==> config.mk <==
export PLATFORM = sky130hd
export DESIGN_NAME = pcm_serial_rx
export DESIGN_NICKNAME = d
export VERILOG_FILES = /design/src/rtl/psr_pkg.sv /design/src/rtl/psr_rst_sync.sv /design/src/rtl/psr_sync.sv /design/src/rtl/psr_deframe.sv /design/src/rtl/psr_zero_det.sv /design/src/rtl/pcm_serial_rx.sv
export SDC_FILE = /design/constraint.sdc
export NUM_CORES = 1
export LEC_CHECK = 0
export BUFFER_PORTS_ARGS = -buffer_cell sky130_fd_sc_hd__buf_2
export CORE_ASPECT_RATIO = 0.75
export CORE_MARGIN = 2
export CORE_UTILIZATION = 45
export DETAILED_ROUTE_END_ITERATION = 6
export PLACE_DENSITY = 0.7
export SYNTH_ARGS = -nofsm -noshare
export SYNTH_HDL_FRONTEND = slang
export SYNTH_SLANG_ARGS = --single-unit
==> constraint.sdc <==
create_clock -name clk -period 3.9 [get_ports clk]
set_input_delay 0.39 -clock clk [delete_from_list [all_inputs] [get_ports clk]]
set_output_delay 0.39 -clock clk [all_outputs]
set_load 0.01 [all_outputs]
==> src/rtl/psr_pkg.sv <==
package psr_pkg;

  localparam int SAMPLE_W = 16;

  typedef enum logic {
    FMT_RJ  = 1'b0,
    FMT_I2S = 1'b1
  } fmt_e;

  typedef struct packed {
    logic [SAMPLE_W-1:0] data;
    logic                is_left;
  } word_t;

endpackage

==> src/rtl/psr_rst_sync.sv <==
module psr_rst_sync #(
  parameter int STAGES = 2
) (
  input  logic clk,
  input  logic rst_n,
  output logic rst_n_sync
);

  logic [STAGES-1:0] chain_q;
  logic [STAGES-1:0] chain_d;

  always_comb begin
    chain_d = {chain_q[STAGES-2:0], 1'b1};
  end

  always_ff @(posedge clk or negedge rst_n) begin
    if (!rst_n) chain_q <= '0;
    else        chain_q <= chain_d;
  end

  assign rst_n_sync = chain_q[STAGES-1];

endmodule

==> src/rtl/psr_sync.sv <==
module psr_sync #(
  parameter int WIDTH  = 5,
  parameter int STAGES = 2
) (
  input  logic             clk,
  input  logic             rst_n,
  input  logic [WIDTH-1:0] async_i,
  output logic [WIDTH-1:0] sync_o
);

  logic [WIDTH-1:0] stage_q [STAGES];

  genvar g;
  generate
    for (g = 0; g < STAGES; g++) begin : g_stage
      logic [WIDTH-1:0] stage_d;
      if (g == 0) begin : g_first
        assign stage_d = async_i;
      end else begin : g_next
        assign stage_d = stage_q[g-1];
      end
      always_ff @(posedge clk or negedge rst_n) begin
        if (!rst_n) stage_q[g] <= '0;
        else        stage_q[g] <= stage_d;
      end
    end
  endgenerate

  assign sync_o = stage_q[STAGES-1];

endmodule

==> src/rtl/psr_deframe.sv <==
module psr_deframe
  import psr_pkg::*;
(
  input  logic  clk,
  input  logic  rst_n,
  input  logic  bit_rise,
  input  logic  lr_lvl,
  input  logic  din,
  input  fmt_e  fmt,
  input  logic  lr_swap,
  output word_t word_q,
  output logic  word_stb
);

  localparam int CNT_W = $clog2(SAMPLE_W + 1);
  localparam logic [CNT_W-1:0] CNT_FULL = CNT_W'(SAMPLE_W);
  localparam logic [CNT_W-1:0] CNT_LAST = CNT_W'(SAMPLE_W - 1);

  logic [SAMPLE_W-1:0] shreg_q, shreg_d;
  logic [CNT_W-1:0]    cnt_q, cnt_d;
  logic                lr_prev_q, lr_prev_d;
  logic                seen_q, seen_d;
  logic                armed_q, armed_d;
  logic                slot_left_q, slot_left_d;
  word_t               word_d;
  logic                stb_d;

  logic                change;
  logic [SAMPLE_W-1:0] shifted;

  always_comb begin
    shreg_d     = shreg_q;
    cnt_d       = cnt_q;
    lr_prev_d   = lr_prev_q;
    seen_d      = seen_q;
    armed_d     = armed_q;
    slot_left_d = slot_left_q;
    word_d      = word_q;
    stb_d       = 1'b0;
    change      = seen_q && (lr_lvl != lr_prev_q);
    shifted     = {shreg_q[SAMPLE_W-2:0], din};

    if (bit_rise) begin
      if (fmt == FMT_RJ) begin
        if (change && armed_q) begin
          stb_d          = 1'b1;
          word_d.data    = shreg_q;
          word_d.is_left = lr_prev_q ^ lr_swap;
        end
        shreg_d = shifted;
      end else begin
        if (armed_q && (cnt_q != CNT_FULL)) begin
          shreg_d = shifted;
          cnt_d   = cnt_q + 1'b1;
          if (cnt_q == CNT_LAST) begin
            stb_d          = 1'b1;
            word_d.data    = shifted;
            word_d.is_left = slot_left_q;
          end
        end
      end

      if (change) begin
        armed_d     = 1'b1;
        cnt_d       = '0;
        slot_left_d = lr_lvl ^ lr_swap;
      end
      lr_prev_d = lr_lvl;
      seen_d    = 1'b1;
    end
  end

  always_ff @(posedge clk or negedge rst_n) begin
    if (!rst_n) begin
      shreg_q     <= '0;
      cnt_q       <= '0;
      lr_prev_q   <= 1'b0;
      seen_q      <= 1'b0;
      armed_q     <= 1'b0;
      slot_left_q <= 1'b0;
      word_q      <= '0;
      word_stb    <= 1'b0;
    end else begin
      shreg_q     <= shreg_d;
      cnt_q       <= cnt_d;
      lr_prev_q   <= lr_prev_d;
      seen_q      <= seen_d;
      armed_q     <= armed_d;
      slot_left_q <= slot_left_d;
      word_q      <= word_d;
      word_stb    <= stb_d;
    end
  end

endmodule

==> src/rtl/psr_zero_det.sv <==
module psr_zero_det #(
  parameter int ZERO_LIMIT = 65535
) (
  input  logic clk,
  input  logic rst_n,
  input  logic bit_rise,
  input  logic din,
  output logic zero_n
);

  localparam int CW = $clog2(ZERO_LIMIT + 2);
  localparam logic [CW-1:0] RUN_SAT = CW'(ZERO_LIMIT + 1);
  localparam logic [CW-1:0] RUN_LIM = CW'(ZERO_LIMIT);

  logic [CW-1:0] run_q, run_d;
  logic          zero_n_d;

  always_comb begin
    run_d    = run_q;
    zero_n_d = zero_n;
    if (bit_rise) begin
      if (din) begin
        run_d    = '0;
        zero_n_d = 1'b1;
      end else begin
        if (run_q != RUN_SAT) run_d = run_q + 1'b1;
        zero_n_d = (run_d <= RUN_LIM);
      end
    end
  end

  always_ff @(posedge clk or negedge rst_n) begin
    if (!rst_n) begin
      run_q  <= '0;
      zero_n <= 1'b1;
    end else begin
      run_q  <= run_d;
      zero_n <= zero_n_d;
    end
  end

endmodule

==> src/rtl/pcm_serial_rx.sv <==
module pcm_serial_rx
  import psr_pkg::*;
#(
  parameter int ZERO_LIMIT  = 65535,
  parameter int SYNC_STAGES = 2
) (
  input  logic        clk,
  input  logic        rst_n,
  input  logic        fmt_i2s,
  input  logic        lr_swap,
  input  logic        bck,
  input  logic        lrck,
  input  logic        sdata,
  output logic [15:0] left_o,
  output logic [15:0] right_o,
  output logic        valid_o,
  output logic        zero_n_o
);

  localparam int IN_W = 5;

  logic            rst_n_i;
  logic [IN_W-1:0] raw_in, sync_in;
  logic            s_fmt, s_swap, s_bck, s_lr, s_data;
  logic            bck_prev_q;
  logic            bit_rise;
  word_t           word;
  logic            word_stb;

  logic [SAMPLE_W-1:0] left_hold_q, left_hold_d;
  logic                have_left_q, have_left_d;
  logic [SAMPLE_W-1:0] left_d, right_d;
  logic                valid_d;

  psr_rst_sync #(.STAGES(2)) u_rst (
    .clk        (clk),
    .rst_n      (rst_n),
    .rst_n_sync (rst_n_i)
  );

  assign raw_in = {fmt_i2s, lr_swap, bck, lrck, sdata};

  psr_sync #(.WIDTH(IN_W), .STAGES(SYNC_STAGES)) u_sync (
    .clk     (clk),
    .rst_n   (rst_n_i),
    .async_i (raw_in),
    .sync_o  (sync_in)
  );

  assign {s_fmt, s_swap, s_bck, s_lr, s_data} = sync_in;

  always_ff @(posedge clk or negedge rst_n_i) begin
    if (!rst_n_i) bck_prev_q <= 1'b0;
    else          bck_prev_q <= s_bck;
  end

  assign bit_rise = s_bck & ~bck_prev_q;

  psr_deframe u_deframe (
    .clk      (clk),
    .rst_n    (rst_n_i),
    .bit_rise (bit_rise),
    .lr_lvl   (s_lr),
    .din      (s_data),
    .fmt      (fmt_e'(s_fmt)),
    .lr_swap  (s_swap),
    .word_q   (word),
    .word_stb (word_stb)
  );

  psr_zero_det #(.ZERO_LIMIT(ZERO_LIMIT)) u_zero (
    .clk      (clk),
    .rst_n    (rst_n_i),
    .bit_rise (bit_rise),
    .din      (s_data),
    .zero_n   (zero_n_o)
  );

  always_comb begin
    left_hold_d = left_hold_q;
    have_left_d = have_left_q;
    left_d      = left_o;
    right_d     = right_o;
    valid_d     = 1'b0;
    if (word_stb) begin
      if (word.is_left) begin
        left_hold_d = word.data;
        have_left_d = 1'b1;
      end else if (have_left_q) begin
        left_d      = left_hold_q;
        right_d     = word.data;
        valid_d     = 1'b1;
        have_left_d = 1'b0;
      end
    end
  end

  always_ff @(posedge clk or negedge rst_n_i) begin
    if (!rst_n_i) begin
      left_hold_q <= '0;
      have_left_q <= 1'b0;
      left_o      <= '0;
      right_o     <= '0;
      valid_o     <= 1'b0;
    end else begin
      left_hold_q <= left_hold_d;
      have_left_q <= have_left_d;
      left_o      <= left_d;
      right_o     <= right_d;
      valid_o     <= valid_d;
    end
  end

endmodule

==> results of run 1 <==
-- registers in the layout, summed over array words and instances, names as in the netlist, 2 cells and up --
signal                  count
u_deframe.word_q           17
u_sync.g_stage.stage_d      5
u_deframe.shreg_q          16
left_hold_q                16
u_zero.run_q               17
u_sync.sync_o               5
u_rst.chain_q               2
u_deframe.cnt_q             5
right_o                    16
left_o                     16
-- through the flow --
stage               hold slack [ps]  std cells  worst slack [ps]
finish                         93.8        643              1560
global placement                175        611              1630
CTS                            78.2        643              1520
global route                   76.3        643              1370
detailed placement              176        611              1520
floorplan                      94.4        443               191
-- power by group --
part | switching [W] | internal (W)
Combinational | 0.000159 | 0.000262
Clock | 0.000552 | 0.000983
Sequential | 0.000193 | 0.00150
Total | 0.000903 | 0.00275
-- area by class of cell --
type	instances	area, µm²
Inverter	10	37.5
Clock inverter	11	119
Sequential cell	124	3110
Timing Repair Buffer	45	240
Multi-Input combinational cell	289	1970
Fill cell	960	5320
Clock buffer	20	467
Tap cell	144	180
-- layer usage --
layer / share of wire / wire length, µm / vias up / GRT usage
li1: - / - / 1608 / -
met1: 0.49 / 4700 / 1725 / 0.237
met5: 0 / 0 / - / 0
met4: 0.0061 / 59 / 0 / 0.0659
met3: 0.031 / 299 / 4 / 0.0485
met2: 0.48 / 4630 / 40 / 0.256
-- worst paths after layout --
| kind | end | depth (start not counted) | slack, ps |
|---|---|---|---|
| setup / recovery | u_deframe.word_q[2] | 3 | 1560 |
| hold / removal | u_sync.g_stage[1].stage_d[4] | 1 | 90 |
| setup reg to reg | u_deframe.word_q[2] | 3 | 1560 |
| hold reg to reg | u_sync.sync_o[3] | 0 | 350 |
| max in group asynchronous | u_zero.zero_n | 1 | 2540 |
| min in group asynchronous | u_rst.chain_q[1] | 2 | 300 |
-- critical path, delay by kind of cell, from the launching register on --
family             cells  cell delay (ps)
DFF                    1              920
and+or+nand+nor        1              170
AOI/OAI and AO/OA      1              710
muxes                  1              410
-- logic make-up after synthesis --
group | count (synthesis) | synth area share
AOI/OAI and AO/OA | 41 | 0.0568
xor gates and xnor gates | 8 | 0.0134
other | 1 | 0.000719
buffers and inverters | 30 | 0.0269
muxes | 66 | 0.149
adders and majority gates | 5 | 0.0120
and+or+nand+nor | 168 | 0.146
DFF | 124 | 0.595
-- cell usage in the layout, fill, tap and decap left out, drive strengths merged, types with 4 or more instances in the layout --
master      n
nand3       9
and3        6
mux2       66
a21oi       7
clkbuf     20
o21ai      12
ha          5
dfrtp     123
buf        44
nor2        6
nand4       7
clkinv      5
clkinvlp    4
nand2     113
inv        10
nor4        6
xnor2       5
==> metrics.md, run 1 <==
| Metric | Value |
|---|---|
| First-pass GRT wire length | 16.9 mm |
| Max-Cap Viols | 0 |
| Worst-Margin Slew | 958 ps |
| Setup TNS | 0 ps |
| Unrepaired setup endpoints after global routing | no |
| Max Clock Skew | 9.57 ps |
| Fin util | 0.535 |
| Final Hold Viols | 0 |
| Clock tree buffer depth | 2 |
| Detail Route Antenna Nets | 0 |
| HP Start | fmt_i2s |
| Leak pwr | 3.11 nW |
| Root Driver | clkbuf_16 |
| Hold WC Path Type | in2reg |
| Routed WL | 9.68 mm |
| Req. time, crit path | 4180 ps |
| Placed Area | 5530 µm² |
| Synthesized instance count | 443 |
| VDD IR max | 0.000331 V |
| Slew HR | 0.361 |
| Core area | 11400 µm² |
| Fmax | 428 MHz |
| Area contributors post-synth | dfrtp_1, mux2_2, nand2_1 |
| Total power draw | 0.00365 W |
| Via count | 3377 |
| # H-tree levels | 4 |
| Layout cells sized above 1 | 0.291 |
| Mean Syn Cell Area | 11.8 µm² |
| Max-slew violation count | 0 |
| P per Cell Area | 596 nW/µm² |
| Die W | 128 µm |
| DR vias/cell | 5.25 |
| Initial core utilization | 0.456 |
| Die area | 12500 µm² |
| DRC | 0 |
| WP data arrival | 2620 ps |
| CP max FO | 24 |
| CP peak stage delay | 920 ps |
| WL per Instance | 15.1 µm |
| Setup Buffers After CTS | 0 |
| Run status | finished, final reports clean |
| Dpl hpwl | 6.22 mm |
| Largest net degree at the start of global routing | 65 |
| Cell Area, Synth | 5220 µm² |
| Number of global-route vias before repair | 3482 |
| Worst path slowest cell | dfrtp_1 |
| FF+latch count, synth | 124 |
| Area Overhead vs Synth | 17.4% |
| Fin crit period | 2340 ps |
| Worst path cell trace | nor2b_1, a32oi_4, mux2_2 |
| Final Cell Area | 6130 µm² |
| Post-synth top area share | 0.590 |
| Sink Count | 124 |
| Gr ovfl total | 0 |
| Initial antenna violation count | 0 |
| Mapped Nets | 455 |
| Setup Crit Path Kind | reg2reg |
| Commonest cells post-synth | dfrtp_1, nand2_1, mux2_2, clkbuf_1, o21ai_0 |
| CTS Buf Count | 17 |
| Final setup violation count | 0 |
| Routability cong. | 0.840 |
| Setup crit start kind | flip-flop |
| Synth warnings | 0 |
| Layout net count | 499 |
| Number of port buffers | 40 |
| Most frequent cell after synthesis | dfrtp_1 |
| Worst r2r src | u_sync.sync_o[4] |
| Critical path origin | u_sync.sync_o[4] |
| Async S/R FF share, synth | 1.00 |
| Library cells used by synthesis | 46 |
| Antenna cell count | 0 |
| Post_cts resized | 0 |
| Cell taking the most area after synthesis | dfrtp_1 |
| Top_reg_cell synth | dfrtp_1 |
| Worst Setup End Kind | flip-flop |
| Register area share after synthesis | 0.595 |
| Final period utilization | 0.600 |
| Rows | 34 |
| Clock latency on the worst-skew pair | 400 ps |
| Post-CTS Hold Fix Bufs | 1 |
| Clk slew on worst S/H paths | 50 ps |
| DRT Pass-1 Iters | 4 |
| # IOs | 41 |
| Total track usage | 0.171 |
| Post-synth EDFFs | 0 |
| Drt first-iter violations | 231 |
| Die Ht | 97.3 µm |
| CTS tree | done |
Power figures use the tool's default switching activity.
==> run 2: changes to the inputs <==
PLACE_DENSITY = 0.68   (was 0.7)
clock period = 2.4 ns   (was 3.9 ns; I/O delays follow)
==> metrics.md, run 2 (same netlist as run 1, synthesis figures left out) <==
| Metric | Value |
|---|---|
| Run status | finished, final reports clean (unchanged) |
| Biggest regs | u_deframe.word_q x17, u_zero.run_q x17 (unchanged) |
| Critical Path End | u_deframe.word_q[2] (unchanged) |
| Reg2Reg Setup Slack | 340 ps (was 1560 ps) |
| Rows | 34 (unchanged) |
| Setup crit start kind | flip-flop (unchanged) |
| Worst R2R Path Depth | 7 (was 3) |
| Slew HR | 0.499 (was 0.361) |
| Critical path origin | u_deframe.cnt_q[0] (was u_sync.sync_o[4]) |
| Worst path slowest cell | dfrtp_1 (unchanged) |
| First-pass GRT wire length | 16.8 mm (was 16.9 mm) |
| Final period utilization | 0.856 (was 0.600) |
| Drt first-iter violations | 190 (was 231) |
| FF-to-FF End | u_deframe.word_q[2] (unchanged) |
| CTS tree | done (unchanged) |
| DR vias/cell | 5.21 (was 5.25) |
| Via count | 3425 (was 3377) |
| CP max FO | 18 (was 24) |
| Clock tree buffer depth | 2 (unchanged) |
| P per Cell Area | 992 nW/µm² (was 596 nW/µm²) |
| Leak pwr | 3.21 nW (was 3.11 nW) |
| Hold_ws | 137 ps (was 93.8 ps) |
| Initial antenna violation count | 0 (unchanged) |
| Max-Cap Viols | 0 (unchanged) |
| Detail Route Antenna Nets | 0 (unchanged) |
| Setup TNS | 0 ps (unchanged) |
| Max-slew violation count | 0 (unchanged) |
| Die W | 128 µm (unchanged) |
| Met2 GRT Util | 0.262 (was 0.256) |
| Die area | 12500 µm² (unchanged) |
| Leading cell type in the layout, fill and taps excluded | dfrtp_1 (unchanged) |
| Crit path depth | 7 (was 3) |
| Worst r2r src | u_deframe.cnt_q[0] (was u_sync.sync_o[4]) |
| Hold WC Path Type | in2async (was in2reg) |
| Layout net count | 512 (was 499) |
| Initial core utilization | 0.456 (unchanged) |
| Setup Crit Path Kind | reg2reg (unchanged) |
| Largest net degree at the start of global routing | 46 (was 65) |
| CTS Buf Count | 17 (unchanged) |
| Crit path buf inv count | 2 (was 0) |
| Fmax | 487 MHz (was 428 MHz) |
| Worst path cell trace | inv_1, ha_1, nand4bb_1, and2_1, a32oi_4, buf_4, mux2_2 (was nor2b_1, a32oi_4, mux2_2) |
| Antenna cell count | 0 (unchanged) |
| Total power draw | 0.00626 W (was 0.00365 W) |
| Sink Count | 124 (unchanged) |
| Worst-Margin Slew | 749 ps (was 958 ps) |
| Gr ovfl total | 0 (unchanged) |
| Final Hold Viols | 0 (unchanged) |
| Unrepaired setup endpoints after global routing | no (unchanged) |
| Dpl hpwl | 6.27 mm (was 6.22 mm) |
| Routed WL | 9.66 mm (was 9.68 mm) |
| VDD IR max | 0.000494 V (was 0.000331 V) |
| Commonest non-fill, non-tap cells in the layout | dfrtp_1, nand2_1, mux2_2 (unchanged) |
| DRT Pass-1 Iters | 4 (unchanged) |
| Routability cong. | 0.842 (was 0.840) |
| Final Cell Area | 6310 µm² (was 6130 µm²) |
| Clock latency on the worst-skew pair | 410 ps (was 400 ps) |
| Total track usage | 0.172 (was 0.171) |
| Clk slew on worst S/H paths | 60 ps (was 50 ps) |
| Area Overhead vs Synth | 20.9% (was 17.4%) |
| Core area | 11400 µm² (unchanged) |
| Top delay family on crit path | flip-flops (unchanged) |
| # IOs | 41 (unchanged) |
| DRC | 0 (unchanged) |
| Worst slack at placement | 356 ps (was 1520 ps) |
| Layout cells sized above 1 | 0.298 (was 0.291) |
| Worst Setup End Kind | flip-flop (unchanged) |
| Met3 Usage GRT | 0.0507 (was 0.0485) |
| WP data arrival | 2350 ps (was 2620 ps) |
| Number of global-route vias before repair | 3494 (was 3482) |
| Final worst slack | 345 ps (was 1560 ps) |
| Fin crit period | 2060 ps (was 2340 ps) |
| Root Driver | clkbuf_16 (unchanged) |
| Placed Area | 5600 µm² (was 5530 µm²) |
| CP peak stage delay | 410 ps (was 920 ps) |
| Req. time, crit path | 2690 ps (was 4180 ps) |
| WL per Instance | 14.7 µm (was 15.1 µm) |
| # H-tree levels | 4 (unchanged) |
| Grt met1 use | 0.232 (was 0.237) |
| Die Ht | 97.3 µm (unchanged) |
| Max Clock Skew | 8.06 ps (was 9.57 ps) |
| Final setup violation count | 0 (unchanged) |
| Most Crowded Layer GR | met2 (unchanged) |
| Number of port buffers | 40 (unchanged) |
[run 2: changes by cell type in the layout (fill, tap and decap cells not counted), moves of 3 or more]
cell           before  now
clkinv_4            1    4
dlygate4sd3_1       1    6
clkbuf_8            3    0
buf_4               4   11
bufinv_16           2    5
[run 2: timing repair]
action                                  4_1_cts  5_1_grt
gates resized for setup                       0        0
buffers inserted                              0        0
endpoints found under the setup margin        0        0
endpoints found under the hold margin         7        0
hold buffers                                  6        0
[run 2: power breakdown]
group / switching, W / internal, W / total [W]
registers: 0.000299 / 0.00244 / 0.00274
clock network: 0.000948 / 0.00185 / 0.00279
logic: 0.000280 / 0.000442 / 0.000723
total: 0.00153 / 0.00473 / 0.00626
[run 2: metrics by stage]
stage,utilization,cells
finish,0.551,657
global route,0.551,657
CTS,0.551,657
detailed placement,0.490,619
global placement,0.490,619
floorplan,-,443
[run 2: layer usage]
metal / vias up / share of wire / wire length, µm
met5: - / 0 / 0
met2: 58 / 0.49 / 4700
met3: 11 / 0.031 / 299
li1: 1637 / - / -
met1: 1719 / 0.47 / 4530
met4: 0 / 0.012 / 120
[run 2: cell type report]
type / count / area, µm²
clock buffers: 18 / 429
inverters: 10 / 37.5
clock inverters: 14 / 219
fillers: 969 / 5130
repair buffers: 58 / 363
well taps: 144 / 180
flip-flops and latches: 124 / 3110
multi-input cells: 289 / 1970
[run 2: worst min path at each step]
stage | from | endpoint | slack [ps] | cells past startpoint
4_1_cts | rst_n | u_rst.chain_q[1] | 120 | 2
6_report | rst_n | u_rst.chain_q[1] | 140 | 2
3_5_place_dp | rst_n | u_rst.chain_q[0] | 30 | 1
3_3_place_gp | rst_n | u_rst.chain_q[0] | 20 | 1
5_1_grt | rst_n | u_rst.chain_q[1] | 140 | 2
2_1_floorplan | rst_n | u_rst.chain_q[0] | -60 | 0
